## src/rtl/scmd_rx_pkg.sv

```systemverilog
package scmd_rx_pkg;
   typedef enum logic {
      ST_HUNT = 1'b0,
      ST_DATA = 1'b1
   } frm_state_e;
endpackage

```

## src/rtl/scmd_rx_sync.sv

```systemverilog
module scmd_rx_sync #(
   parameter int STAGES = 2,
   parameter int LANES  = 2
) (
   input  logic             clk,
   input  logic             rst_n,
   input  logic [LANES-1:0] async_i,
   output logic [LANES-1:0] sync_o
);
   initial assert (STAGES >= 2) else $error("STAGES must be at least 2");

   for (genvar l = 0; l < LANES; l++) begin : g_lane
      logic [STAGES-1:0] chain;
      always_ff @(posedge clk) begin
         if (!rst_n) chain <= '0;
         else        chain <= {chain[STAGES-2:0], async_i[l]};
      end
      assign sync_o[l] = chain[STAGES-1];
   end
endmodule

```

## src/rtl/scmd_rx_edge.sv

```systemverilog
module scmd_rx_edge #(
   parameter int STABLE = 3
) (
   input  logic clk,
   input  logic rst_n,
   input  logic clk_s,
   input  logic dat_s,
   output logic bit_v,
   output logic bit_d,
   output logic any_edge
);
   localparam int CW = $clog2(STABLE + 1);

   initial assert (STABLE >= 3) else $error("STABLE must be at least 3");

   logic          filt;
   logic [CW-1:0] run;

   always_ff @(posedge clk) begin
      if (!rst_n) begin
         filt     <= 1'b0;
         run      <= '0;
         bit_v    <= 1'b0;
         bit_d    <= 1'b0;
         any_edge <= 1'b0;
      end else begin
         bit_v    <= 1'b0;
         any_edge <= 1'b0;
         if (clk_s == filt) begin
            run <= '0;
         end else if (run == CW'(STABLE - 1)) begin
            run      <= '0;
            filt     <= clk_s;
            any_edge <= 1'b1;
            if (clk_s) begin
               bit_v <= 1'b1;
               bit_d <= dat_s;
            end
         end else begin
            run <= run + 1'b1;
         end
      end
   end

   // the filtered level only moves to a value held by the input over the last two samples
   a_r2_glitch_reject: assert property (@(posedge clk) disable iff (!rst_n)
      (filt != $past(filt)) |-> ($past(clk_s) == filt && $past(clk_s, 2) == filt));
endmodule

```

## src/rtl/scmd_rx_framer.sv

```systemverilog
module scmd_rx_framer
   import scmd_rx_pkg::*;
#(
   parameter int          WORD_W   = 16,
   parameter int          SYNC_W   = 8,
   parameter logic [SYNC_W-1:0] SYNC_PAT = 8'hA5,
   parameter int          EDGE_TMO = 64,
   parameter int          ERR_W    = 8
) (
   input  logic              clk,
   input  logic              rst_n,
   input  logic              bit_v,
   input  logic              bit_d,
   input  logic              any_edge,
   output logic              done,
   output logic [WORD_W-1:0] word,
   output logic [ERR_W-1:0]  err_cnt
);
   localparam int BCW = $clog2(WORD_W);
   localparam int ICW = $clog2(EDGE_TMO + 1);

   initial assert (SYNC_W >= 2 && WORD_W >= 2) else $error("widths too small");
   initial assert (EDGE_TMO >= 8) else $error("EDGE_TMO too small");

   frm_state_e        state;
   logic [SYNC_W-1:0] hunt_sh;
   logic [SYNC_W-1:0] hunt_nx;
   logic [BCW-1:0]    bcnt;
   logic [ICW-1:0]    idle;

   assign hunt_nx = {hunt_sh[SYNC_W-2:0], bit_d};

   always_ff @(posedge clk) begin
      if (!rst_n) idle <= '0;
      else if (any_edge) idle <= '0;
      else if (idle != ICW'(EDGE_TMO)) idle <= idle + 1'b1;
   end

   always_ff @(posedge clk) begin
      if (!rst_n) begin
         state   <= ST_HUNT;
         hunt_sh <= '0;
         bcnt    <= '0;
         word    <= '0;
         done    <= 1'b0;
         err_cnt <= '0;
      end else begin
         done <= 1'b0;
         case (state)
            ST_HUNT: begin
               if (bit_v) begin
                  if (hunt_nx == SYNC_PAT) begin
                     state   <= ST_DATA;
                     hunt_sh <= '0;
                     bcnt    <= '0;
                  end else begin
                     hunt_sh <= hunt_nx;
                  end
               end
            end
            ST_DATA: begin
               if (bit_v) begin
                  word <= {word[WORD_W-2:0], bit_d};
                  if (bcnt == BCW'(WORD_W - 1)) begin
                     done  <= 1'b1;
                     state <= ST_HUNT;
                  end else begin
                     bcnt <= bcnt + 1'b1;
                  end
               end else if (idle == ICW'(EDGE_TMO)) begin
                  state <= ST_HUNT;
                  if (err_cnt != '1) err_cnt <= err_cnt + 1'b1;
               end
            end
            default: state <= ST_HUNT;
         endcase
      end
   end

   // a completed word is a single-cycle event
   a_r5_done_pulse: assert property (@(posedge clk) disable iff (!rst_n)
      done |=> !done);
   // the error count never decreases
   a_r7_err_monotonic: assert property (@(posedge clk) disable iff (!rst_n)
      1'b1 |=> (err_cnt >= $past(err_cnt)));
endmodule

```

## src/rtl/scmd_rx_wdog.sv

```systemverilog
module scmd_rx_wdog #(
   parameter int LIMIT = 5_000_000
) (
   input  logic clk,
   input  logic rst_n,
   input  logic kick,
   output logic trip
);
   localparam int CW = $clog2(LIMIT + 1);

   initial assert (LIMIT >= 2) else $error("LIMIT too small");

   logic [CW-1:0] cnt;

   always_ff @(posedge clk) begin
      if (!rst_n) begin
         cnt  <= '0;
         trip <= 1'b0;
      end else if (kick) begin
         cnt  <= '0;
         trip <= 1'b0;
      end else if (cnt == CW'(LIMIT - 1)) begin
         trip <= 1'b1;
      end else begin
         cnt <= cnt + 1'b1;
      end
   end

   // a completed frame releases the drive reset
   a_r9_release: assert property (@(posedge clk) disable iff (!rst_n)
      kick |=> !trip);
   // once tripped, the reset holds until a frame completes
   a_r9_hold: assert property (@(posedge clk) disable iff (!rst_n)
      (trip && !kick) |=> trip);
endmodule

```

## src/rtl/scmd_rx_top.sv

```systemverilog
module scmd_rx_top #(
   parameter int                 SYNC_STAGES = 2,
   parameter int                 STABLE      = 3,
   parameter int                 WORD_W      = 16,
   parameter int                 SYNC_W      = 8,
   parameter logic [SYNC_W-1:0]  SYNC_PAT    = 8'hA5,
   parameter int                 EDGE_TMO    = 64,
   parameter int                 ERR_W       = 8,
   parameter int                 WDOG_LIMIT  = 5_000_000
) (
   input  logic              clk,
   input  logic              rst_n,
   input  logic              ser_clk_i,
   input  logic              ser_dat_i,
   input  logic              fifo_full_i,
   input  logic              ovf_clr_i,
   output logic              fifo_wr_o,
   output logic [WORD_W-1:0] fifo_data_o,
   output logic [ERR_W-1:0]  frm_err_o,
   output logic              ovf_o,
   output logic              drv_rst_o
);
   logic [1:0] lines_s;
   logic       bit_v, bit_d, any_edge, done;

   scmd_rx_sync #(.STAGES(SYNC_STAGES), .LANES(2)) u_sync (
      .clk, .rst_n,
      .async_i({ser_clk_i, ser_dat_i}),
      .sync_o (lines_s)
   );

   scmd_rx_edge #(.STABLE(STABLE)) u_edge (
      .clk, .rst_n,
      .clk_s   (lines_s[1]),
      .dat_s   (lines_s[0]),
      .bit_v   (bit_v),
      .bit_d   (bit_d),
      .any_edge(any_edge)
   );

   scmd_rx_framer #(
      .WORD_W(WORD_W), .SYNC_W(SYNC_W), .SYNC_PAT(SYNC_PAT),
      .EDGE_TMO(EDGE_TMO), .ERR_W(ERR_W)
   ) u_framer (
      .clk, .rst_n,
      .bit_v, .bit_d, .any_edge,
      .done   (done),
      .word   (fifo_data_o),
      .err_cnt(frm_err_o)
   );

   scmd_rx_wdog #(.LIMIT(WDOG_LIMIT)) u_wdog (
      .clk, .rst_n,
      .kick(done),
      .trip(drv_rst_o)
   );

   assign fifo_wr_o = done & ~fifo_full_i;

   always_ff @(posedge clk) begin
      if (!rst_n)                    ovf_o <= 1'b0;
      else if (done && fifo_full_i)  ovf_o <= 1'b1;
      else if (ovf_clr_i)            ovf_o <= 1'b0;
   end

   // the overflow flag holds until cleared
   a_r8_ovf_sticky: assert property (@(posedge clk) disable iff (!rst_n)
      (ovf_o && !ovf_clr_i) |=> ovf_o);
   // a drop always leaves the flag set
   a_r8_ovf_set: assert property (@(posedge clk) disable iff (!rst_n)
      (done && fifo_full_i) |=> ovf_o);
endmodule

```

## config.mk

```make
export PLATFORM = sky130hd
export DESIGN_NAME = scmd_rx_top
export DESIGN_NICKNAME = d
export VERILOG_FILES = /design/src/rtl/scmd_rx_pkg.sv /design/src/rtl/scmd_rx_sync.sv /design/src/rtl/scmd_rx_edge.sv /design/src/rtl/scmd_rx_framer.sv /design/src/rtl/scmd_rx_wdog.sv /design/src/rtl/scmd_rx_top.sv
export SDC_FILE = /design/constraint.sdc
export NUM_CORES = 1
export LEC_CHECK = 0
export ABC_AREA = 1
export BUFFER_PORTS_ARGS = -buffer_cell sky130_fd_sc_hd__buf_4
export CAP_MARGIN = 20
export CORE_ASPECT_RATIO = 1.75
export CORE_MARGIN = 5
export CORE_UTILIZATION = 53
export DETAILED_ROUTE_END_ITERATION = 10
export PLACE_DENSITY = 0.78
export SYNTH_ARGS = -nofsm -noshare
export SYNTH_HDL_FRONTEND = slang
export SYNTH_SLANG_ARGS = --single-unit
```

## constraint.sdc

```tcl
create_clock -name clk -period 1.3 [get_ports clk]
set_input_delay 0.195 -clock clk [delete_from_list [all_inputs] [get_ports clk]]
set_output_delay 0.195 -clock clk [all_outputs]
set_load 0.02 [all_outputs]
```

# After elaboration in Yosys (flattened, before gate mapping)
# Cells that the tools add are included.
word_totals:
  out_inout_bits: 27
  ff_bits: 79
  wordCells: 72
  inputBits: 6
classes:
  bitwise: 7
  add_sub_neg: 5
  n_eq_ne: 12
  mux: 17
  n_reduce_logical: 14
ops:
  columns: ["op", "n"]
  rows:
  - ["$add A23 B1 Y23 const B", 1]
  - ["$eq A23 B23 Y1 const B", 1]
  - ["$mux W4", 4]
  - ["$mux W1", 10]
  - ["$add A8 B1 Y8 const B", 1]
  - ["$eq A8 B8 Y1 const B", 1]
  - ["$ne A8 B8 Y1 const B", 1]
  - ["$pmux W4 S2", 1]
  - ["$reduce_and A4 Y1", 2]
  - ["$add A7 B1 Y7 const B", 1]
  - ["$eq A7 B7 Y1 const B", 1]
  - ["$mux W7", 1]
  - ["$ne A7 B7 Y1 const B", 1]
  - ["$ne A2 B2 Y1 const B", 3]
  - ["$not A1 Y1", 6]
  - ["$reduce_and A2 Y1", 3]
  - ["$reduce_and A3 Y1", 2]
  - ["$reduce_or A2 Y1", 3]
  - ["$reduce_or A3 Y1", 2]
  - ["$add A4 B1 Y4 const B", 1]
  - ["$eq A4 B4 Y1 const B", 1]
  - ["$add A2 B1 Y2 const B", 1]
  - ["$eq A2 B2 Y1 const B", 1]
  - ["$ne A2 B1 Y1 const B", 1]
  - ["5 further kinds", 5]

# Logic depth before layout (Yosys ltp)
depth:
  ltp_word: 4
  mapped_depth: 10
  mapped_depth_nobuf: 10

# Modules after synthesis
# A second synthesis with hierarchy kept.
hier_totals:
  hier_cells: 538
  area_unflattened_um2: 3741.1
by_module_without_submodules:
  columns: ["mod", "seq_area_each_um2", "cells_each", "area_per_inst_um2", "instances"]
  rows:
  - ["scmd_rx_framer", 880.8, 276, 1964.4, 1]
  - ["scmd_rx_wdog", 480.5, 210, 1370.1, 1]
  - ["scmd_rx_edge", 120.1, 30, 230.2, 1]
  - ["scmd_rx_sync", 80.1, 14, 125.1, 1]
  - ["scmd_rx_top", 20.0, 8, 51.3, 1]

# Worst setup path after synthesis
# No wires, ideal clock.
synth_timing:
  path_type: "register to register"
  from: "register u_framer.err_cnt[1]"
  to: "register u_framer.err_cnt[3]"
  path_buffers: 0
  slack_ns: -0.089
  arrival_time_ns: 1.319
  stages_incl_launch_ff: 10
  required_time_ns: 1.230
  setup_ns: 0.070
  period_less_slack_ns: 1.389
  path_cell_list: "dfxtp_1 -> ha_1 -> inv_1 -> nor2_2 -> nand2_2 -> nand2_1 -> inv_1 -> nand2_1 -> nand2_1 -> a21oi_1"
synth_via:
  elab_chain_cells: 2
  elab_cells_between_ends: 3
  classes_between: "add/sub (1); eq/ne (1); reduce/logical (1)"
synth_rtl:
  columns: ["element", "line_no", "source"]
  rows:
  - ["start, declared", "scmd_rx_framer.sv:17", "output logic [ERR_W-1:0] err_cnt"]
  - ["start signal, assigned", "scmd_rx_framer.sv:72", "if (err_cnt != '1) err_cnt <= err_cnt + 1'b1;"]
  - ["parallel branches: the longest is 2 deep, another holds $add A8 B1 Y8", null, null]
# Parallel ways; which one is timed is not known.
# A chain may end at the register's enable or synchronous reset.

# Worst setup path after layout
layout_timing:
  from: "register u_wdog.cnt[1]"
  to: "register u_wdog.cnt[1]"
layout_via:
  elab_chain_cells: 1
  elab_cells_between_ends: 2
  classes_between: "add/sub (1); eq/ne (1)"
layout_rtl:
  columns: ["element", "line_no", "source"]
  rows:
  - ["start, declared", "scmd_rx_wdog.sv:13", "logic [CW-1:0] cnt;"]
  - ["start signal, assigned", "scmd_rx_wdog.sv:25", "cnt <= cnt + 1'b1;"]
  - ["$add A23 B1 Y23 or $eq A23 B23 Y1 (tied branches)", "scmd_rx_wdog.sv:25, scmd_rx_wdog.sv:22", null]
# Parallel ways exist; a longest one is shown, timed or not.

==> flow_summary.json <==
{
  "vias": 3567,
  "yosys_warnings": 0,
  "status": "complete, but fails checks",
  "clock.fmax_mhz": 748,
  "crit_fanout": 4,
  "row_count": 40,
  "ant_nets": 0,
  "worstSetupEndpointType": "flop",
  "crit_required_ps": 1530,
  "nets": 604,
  "hold-path-endpoint": "u_sync.g_lane[0].chain[0]",
  "clockPowerShare_pct": 47.2,
  "clk_pin_slew_ps": 60,
  "power.leakage_nw": 1.97,
  "cts_root_buffer": "clkbuf_16",
  "cp.arrival_ps": 1570,
  "grt_pass1_wl_um": 14500,
  "p_sw_share_pct": 22.0,
  "r2r_start": "u_wdog.cnt[1]",
  "yosys.cell_types.count": 31,
  "grt_setup_unrepaired": "true",
  "synth_seq_cells": 79,
  "dr.pass1.iters": 4,
  "setup_ws_ps": -37.7,
  "grt_usage_pct": 20.7,
  "vdd.ir_drop.worst_uv": 1050,
  "hold_violations": 0,
  "max_slew_margin_pct": 73.7,
  "overflow": 0,
  "path_cells": "ha_4 -> nand2_4 -> nor2_4 -> nand2_4 -> nor2_4 -> nand3_4 -> nor2_2 -> nor2_1",
  "worstSetupPathType": "reg2reg",
  "switchingPower_w": 0.00110,
  "initial_utilization_pct": 53.9,
  "worstRegToRegCells": 8,
  "numPortBuffers": 32,
  "powerDensity_nw_per_um2": 1030,
  "die_height_um": 120,
  "cts_hold_buf": 0,
  "seq_power_share_pct": 49.0,
  "instances_no_fill": 680,
  "slowest_delay_ps": 360,
  "grt_max_degree": 23,
  "drc": 0,
  "layout-drive-gt1-share_pct": 32.0,
  "grt_pass1_vias": 3483,
  "avgSynthCellArea_um2": 7.10,
  "clock_latency_ps": 330,
  "yosysSeqAreaShare_pct": 43.1,
  "place_hpwl_um": 6240,
  "num_antenna_cells": 0,
  "worstHoldPathCells": 3,
  "netlist_top_cells_area": "dfxtp_1 (43%), nor2_1 (11%), nand2_1 (9.6%), inv_1 (6.4%), o21ai_0 (4.6%)",
  "p_int_w": 0.00391,
  "wirelength_um": 9100,
  "final_period_minus_worst_setup_slack_ps": 1340,
  "antenna_found_initial": 0,
  "clock_sinks": 79,
  "netlist_area_um2": 3670,
  "setup_viol": 7,
  "syn_inst": 517,
  "cp_slowest_cell": "dfxtp_4",
  "violations": "negative setup slack",
  "postLayoutCoreUtil_pct": 71.3,
  "cts_htree_levels": 3,
  "core_region_area_um2": 6810,
  "synth_top_area_cell": "dfxtp_1",
  "cts_tree": "built",
  "fill_cells": 547,
  "clk_path_buf_depth": 2,
  "p_comb_share_pct": 3.8,
  "cp-start-kind": "flop",
  "wire_per_inst_um": 13.4,
  "final_common_cell": "nor2_1",
  "synth_edf_count": 0,
  "layout_worst_path_cycle_share_pct": 103,
  "syn2layout_area_growth_pct": 32.2,
  "async_reset_ff_share_pct": 0,
  "die_area_um2": 8750,
  "cts_made_buffers": 9,
  "die_w_um": 72.9,
  "drt_iter0_markers": 248,
  "r2r_end": "u_wdog.cnt[1]",
  "io_pins": 33,
  "tightest_slew_ps": 395,
  "cap_violations": 0,
  "synth_ff_type": "dfxtp_1",
  "hold_start": "ser_dat_i",
  "gp_congestion": 0.944,
  "layout_common_cells": "nor2_1 (91), nand2_1 (81), buf_4 (72), dfxtp_1 (56), inv_1 (52)",
  "timing.setup.tns_ps": -102,
  "r2r_setup_slack_ps": -40,
  "synth_top_area_share_pct": 43.1,
  "dp_cells": 657,
  "via_per_inst": 5.25,
  "syn_nets": 530,
  "holdCritPathClass": "in2reg",
  "finClkSkew_ps": 5.66,
  "report.final.slew_viol_count": 0
}
[what timing repair did]
item	in CTS	in global routing
setup endpoints to repair	23	39
gates resized for setup	15	88
pin swaps	6	24
setup buffers	1	6
[state kept, by name, indices dropped and copies added (netlist names)]
signal and count:
u_framer.bcnt 4, u_edge.run 2, u_framer.hunt_sh 7, u_edge.bit_d 1, u_framer.state 1, u_framer.err_cnt 8
u_wdog.cnt 23, ovf_o 1, u_framer.done 1, u_sync.g_lane.chain 4, u_edge.filt 1, u_edge.any_edge 1
u_wdog.trip 1, u_edge.bit_v 1, u_framer.idle 7, u_framer.word 16
[cell families after synthesis]
group | share of synthesized area, %
AND/OR/NAND/NOR | 33.7
flip-flops | 43.1
buffers and inverters | 8.15
AO/OA/AOI/OAI | 10.3
XOR/XNOR | 2.39
adder cells (fa/ha/maj) | 2.39
[cell type report]
| cell class | instances | area (µm²) | share of cell area, % |
|---|---|---|---|
| clock inverter | 5 | 32.5 | 0.671 |
| timing repair buffer | 74 | 563 | 11.6 |
| multi-input combinational | 362 | 2020 | 41.7 |
| sequential | 79 | 1630 | 33.6 |
| tap | 84 | 105 | 2.17 |
| inverter | 65 | 244 | 5.03 |
| clock buffer | 11 | 253 | 5.21 |
[power groups by stage]
stage | sequential (W) | clock, W | combinational [W]
6_report | 0.00245 | 0.00236 | 0.000191
4_1_cts | 0.00246 | 0.00239 | 0.000171
2_1_floorplan | 0.00251 | 0 | 0.000101
5_1_grt | 0.00246 | 0.00252 | 0.000215
3_3_place_gp | 0.00251 | 0 | 0.000157
3_5_place_dp | 0.00251 | 0 | 0.000162
[layer usage]
metal / up-vias / track usage [%] / wire length [µm]
met4: 0 / 14.3 / 427
met3: 33 / 3.94 / 337
met1: 1656 / 20.7 / 3340
met5: - / 0 / 0
met2: 88 / 36.9 / 4990
li1: 1790 / - / -
[synthesized netlist by cell type, types with 3 or more instances]
library cell    n
a21oi_1        31
xor2_1          6
nor2_4          7
xnor2_1         4
dfxtp_1        79
inv_1          63
nand3_2         5
nand3b_1        3
o21ai_0        34
ha_1            7
a211oi_1        3
clkbuf_1        4
buf_2           5
nor2_2          6
nand4_1        10
nand2_2         7
nand2_1        94
nor3_1          7
nand3_1        23
nor2_1        105
[worst max-delay path by stage]
stage,startpoint,end
detailed placement,u_wdog.cnt[1],u_wdog.cnt[20]
global placement,u_wdog.cnt[1],u_wdog.cnt[14]
global route,u_framer.idle[0],u_framer.err_cnt[2]
CTS,u_framer.idle[0],u_framer.err_cnt[1]
floorplan,u_wdog.cnt[0],u_wdog.cnt[20]
finish,u_wdog.cnt[1],u_wdog.cnt[1]
[critical path, delay by kind of cell (launching register included)]
| kind | cells | cell delay [ps] |
|---|---|---|
| flops | 1 | 360 |
| simple gates | 7 | 700 |
| fa+ha+maj | 1 | 160 |
[per-stage QoR]
stage / setup WS, ps / cell area (µm²) / power, W / hold WS [ps]
global route: -168 / 4850 / 0.00519 / 62.9
floorplan: 6.61 / 3670 / 0.00261 / 293
CTS: -27.3 / 4570 / 0.00503 / 36.4
global placement: -25.7 / 4220 / 0.00267 / 378
finish: -37.7 / 4850 / 0.00501 / 40.9
detailed placement: -79.9 / 4220 / 0.00267 / 381
(Power assumes the default switching activity.)
